<file path="src/rtl/flag_port_ctrl.sv">
module flag_port_ctrl (
  input  logic        clk,
  input  logic        rst,
  input  logic        rd_wr,
  input  logic [1:0]  grp_sel,
  input  logic [4:0]  bus_in,
  output logic [4:0]  bus_out,
  output logic        bus_oe,
  input  logic        crc_mode,
  input  logic        chk_upd,
  input  logic [14:0] chk_in_err,
  input  logic [14:0] chk_out_err,
  input  logic        chk_apv,
  input  logic        chk_ffv,
  input  logic        chk_cksum,
  input  logic        chk_status
);
  localparam int GW = 5;
  localparam int NG = 3;
  localparam int FW = GW * NG;

  logic          rd_q, apv_q, ffv_q, ck_q, st_q, io_q;
  logic [1:0]    sel_q;
  logic [GW-1:0] dout_q;
  logic [FW-1:0] err_in_q, err_out_q;

  logic          wr_en, wr_grp, wr_ctl, chk_err_ld;
  logic [FW-1:0] grp_mask, wr_data, in_base, out_base, err_in_d, err_out_d, err_rd;
  logic [GW-1:0] rd_mux;

  assign wr_en      = !rd_wr && !rd_q;
  assign wr_grp     = wr_en && (grp_sel != 2'b11);
  assign wr_ctl     = wr_en && (grp_sel == 2'b11);
  assign chk_err_ld = chk_upd && !crc_mode;
  assign wr_data    = {NG{bus_in}};

  for (genvar g = 0; g < NG; g++) begin : g_mask
    assign grp_mask[g*GW +: GW] = {GW{grp_sel == 2'(g)}};
  end

  assign in_base   = chk_err_ld ? chk_in_err  : err_in_q;
  assign out_base  = chk_err_ld ? chk_out_err : err_out_q;
  assign err_in_d  = (wr_grp &&  io_q) ? ((in_base  & ~grp_mask) | (wr_data & grp_mask)) : in_base;
  assign err_out_d = (wr_grp && !io_q) ? ((out_base & ~grp_mask) | (wr_data & grp_mask)) : out_base;

  assign err_rd = io_q ? err_in_q : err_out_q;
  always_comb begin
    rd_mux = {ck_q & ~io_q, apv_q, ffv_q, st_q, 1'b0};
    for (int g = 0; g < NG; g++)
      if (sel_q == 2'(g)) rd_mux = err_rd[g*GW +: GW];
  end

  always_ff @(posedge clk) begin
    if (rst) begin
      rd_q      <= 1'b1;
      sel_q     <= 2'b00;
      dout_q    <= '0;
      err_in_q  <= '0;
      err_out_q <= '0;
      apv_q     <= 1'b0;
      ffv_q     <= 1'b0;
      ck_q      <= 1'b0;
      st_q      <= 1'b0;
      io_q      <= 1'b1;
    end else begin
      rd_q      <= rd_wr;
      sel_q     <= grp_sel;
      dout_q    <= rd_mux;
      err_in_q  <= err_in_d;
      err_out_q <= err_out_d;
      if (chk_upd) begin
        ck_q  <= chk_cksum;
        st_q  <= chk_status;
      end
      if (wr_ctl) begin
        apv_q <= bus_in[3];
        ffv_q <= bus_in[2];
        io_q  <= bus_in[0];
      end else if (chk_upd) begin
        apv_q <= chk_apv;
        ffv_q <= chk_ffv;
      end
    end
  end

  assign bus_out = dout_q;
  assign bus_oe  = rd_q;


  reset_state_chk: assert property (@(posedge clk)
    rst |=> (bus_oe && err_in_q == '0 && err_out_q == '0 && io_q));


  drive_on_read_chk: assert property (@(posedge clk) disable iff (rst)
    rd_wr |=> bus_oe);


  release_on_write_chk: assert property (@(posedge clk) disable iff (rst)
    !rd_wr |=> !bus_oe);


  ctl_bit0_zero_chk: assert property (@(posedge clk) disable iff (rst)
    (rd_wr && bus_oe && grp_sel == 2'b11) |=> ##1 (bus_out[0] == 1'b0));


  first_write_idle_chk: assert property (@(posedge clk) disable iff (rst)
    (!rd_wr && bus_oe && !chk_upd) |=> ($stable(err_in_q) && $stable(err_out_q) && $stable(io_q) && $stable(apv_q)));


  other_copy_kept_chk: assert property (@(posedge clk) disable iff (rst)
    (!rd_wr && !bus_oe && io_q && !chk_upd) |=> $stable(err_out_q));


  crc_mode_hold_chk: assert property (@(posedge clk) disable iff (rst)
    (crc_mode && rd_wr) |=> ($stable(err_in_q) && $stable(err_out_q)));
endmodule

</file>
<file path="config.mk">
export PLATFORM = sky130hd
export DESIGN_NAME = flag_port_ctrl
export DESIGN_NICKNAME = d
export VERILOG_FILES = /design/src/rtl/flag_port_ctrl.sv
export SDC_FILE = /design/constraint.sdc
export NUM_CORES = 1
export LEC_CHECK = 0
export CORE_MARGIN = 5
export CORE_UTILIZATION = 60
export DETAILED_ROUTE_END_ITERATION = 16
export DONT_BUFFER_PORTS = 1
export PLACE_DENSITY = 0.83
export SLEW_MARGIN = 20
export SYNTH_ARGS = -nofsm -noshare
export SYNTH_HDL_FRONTEND = slang
export SYNTH_SLANG_ARGS = --single-unit
</file>
<file path="constraint.sdc">
create_clock -name clk -period 1.77 [get_ports clk]
set_input_delay 0.2655 -clock clk [delete_from_list [all_inputs] [get_ports clk]]
set_output_delay 0.2655 -clock clk [all_outputs]
set_load 0.05 [all_outputs]
</file>
==> impl_metrics.toml <==
[power_and_ir_drop]
clkPwrFrac = 0.314
p_comb_frac = 0.101
irDropWorstVdd_mv = 0.503
internal-power_w = 0.00138
powerDensity_nw_per_um2 = 822
p_leak_nw = 0.915
switching_share = 0.256
p_seq_frac = 0.585
power.net_switching_w = 0.000475

[timing]
setup_viol = 0
layout_setup_ws_ns = 0.227
final_max_slew_viol_count = 0
timing.final.crit_share = 0.872
hold_viol = 0
finClkSkew_ns = 0.00517
rsz0062_at_grt = "false"
fin_crit_ns = 1.54
tightest_slew_ns = 0.694
max_freq_mhz = 648
holdWs_ns = 0.0311
relSlewSlack = 0.537
fin_tns_setup_ns = 0

[synth]
syn_inst = 223
synth_common_cells = "dfxtp_1, mux2i_1, a211oi_1, nor3_1, clkbuf_1"
synth_seq_cells = 43
yosys_warnings = 0
synthFlopType = "dfxtp_1"
async_flop_share = 0
synth_area_leaders = "dfxtp_1, mux2i_1, a211oi_1"
avgSynthCellArea_sq_um = 9.87
synth_fp_nets = 269
yosysSeqAreaShare = 0.391
synth.largest_area_cell = "dfxtp_1"
syn-cell-area_sq_um = 2200
synth_edf_count = 0
synthDominantCellAreaShare = 0.391
yosys.cell_count.top_type = "dfxtp_1"
synth_cell_types = 33

[run_status]
outcome = "finished, final reports clean"

[setup_path]
cp_data_arrival_time_ns = 1.76
cp-start-kind = "flip-flop"
cp-end-kind = "flip-flop"
worstPathRequired_ns = 1.98
worst-path-max-fanout = 12
worst-setup-path-type = "flip-flop to flip-flop"

[clock_network]
clock_path_buffers = 2
clk_latency_ns = 0.30
postCtsSetupRepairBufs = 0
cts_hold_buf = 0
cts_sinks = 43
cts_max_level = 2
tritoncts = "yes"
cts_resized = 0
clk_pin_slew_ns = 0.08
cts-buffers-inserted = 5
ctsRootBufferMaster = "clkbuf_8"

[floorplan]
rows = 22
die_x_um = 70.6
fp.dieArea_sq_um = 4980
start_util = 0.611
core-area_sq_um = 3610
ios = 52
die_h_um = 70.6

[route]
wl_per_cell_um = 21.5
via_count = 1738
wl_um = 5590
drtPass1Iterations = 4
drt_iter0_markers = 123
avgViaCountPerCell = 6.68
antenna_left = 0
drc = 0

[global_route]
grt_usage = 0.236
grt_pass1_vias = 1777
grt_max_degree = 44
antenna_found_initial = 0
grt_pass1_wl_um = 9240
overflow = 0

[placed_design]
post-dp-hpwl_um = 3960
portBuffers = 0
routabilityCongestion = 0.835
pre_cts_slack_ns = 0.220

[run]
max_cap_viol_count = 0

[layout]
areaGrowthSynthToFinish_pct = 2.67
layout.nets = 259
num_antenna_cells = 0
drive_above_1_share = 0.113

[min_path]
min_path_type = "input pin to flip-flop"
area by class of cell:
class                      count  area, sq um
fill                         304         1350
timing repair buffer           4         42.5
inverter                       2         7.51
multi-input combinational    157         1220
tap                           48         60.1
sequential                    43          861
clock buffer                   6         72.6
power groups by stage:
stage                     Clock (W)  Sequential [W]  Combinational, W
after global routing       0.000634         0.00109          0.000208
after global placement            0         0.00111          0.000183
final                      0.000583         0.00109          0.000188
after detailed placement          0         0.00111          0.000187
after CTS                  0.000589         0.00109          0.000188
after floorplan                   0         0.00109          0.000180
cell usage in the layout (no fill, tap or decap), types with 2 or more instances in the layout:
cell	n
nor2b_1	3
o21ai_0	4
or2_1	4
a211oi_1	32
mux2i_1	38
or3b_1	2
mux2_2	8
nor3_1	31
or3_1	2
or2_4	3
nor2_1	5
a22oi_1	4
dfxtp_1	43
inv_1	2
a221oi_1	4
buf_4	3
clkbuf_8	5
and3b_1	3
nand3b_1	2
worst max-delay path: stages, from the launching register on:
cell      delay [ns]
dfxtp_1         0.40
or2b_1          0.43
or2_1           0.38
a211oi_1        0.25
cell families after synthesis:
kind of cell	count (synthesis)	synth area share
AO/OA/AOI/OAI	49	0.165
buffers and inverters	23	0.0574
flip-flops	43	0.391
multiplexers	46	0.214
AND/OR/NAND/NOR	62	0.173
layer usage:
layer | track usage | vias up | part of all wire
met5 | 0 | - | 0
met4 | 0.0731 | 0 | 0.019
met3 | 0.0710 | 8 | 0.069
met2 | 0.376 | 71 | 0.47
met1 | 0.308 | 832 | 0.44
li1 | - | 827 | -
state kept, by name, indices dropped and copies added (netlist names):
signal     count
bus_oe         1
ffv_q          1
apv_q          1
sel_q          2
st_q           1
ck_q           1
bus_out        5
err_out_q     15
err_in_q      15
io_q           1
through the flow:
stage	instance area, sq um	total power (W)	utilization	instances
finish	2260	0.00186	0.627	260
global route	2260	0.00193	0.627	260
CTS	2260	0.00186	0.627	260
detailed placement	2190	0.00130	0.607	254
global placement	2190	0.00129	0.607	254
floorplan	2200	0.00127	-	223
worst paths after layout:
path / slack (ns) / cells after the start / start / endpoint
max: 0.23 / 3 / io_q / err_in_q[7]
min: 0.03 / 1 / rst / sel_q[1]
max reg2reg: 0.23 / 3 / io_q / err_in_q[7]
min reg2reg: 0.51 / 2 / st_q / st_q
Note: power is estimated with default switching activity, not from simulation.
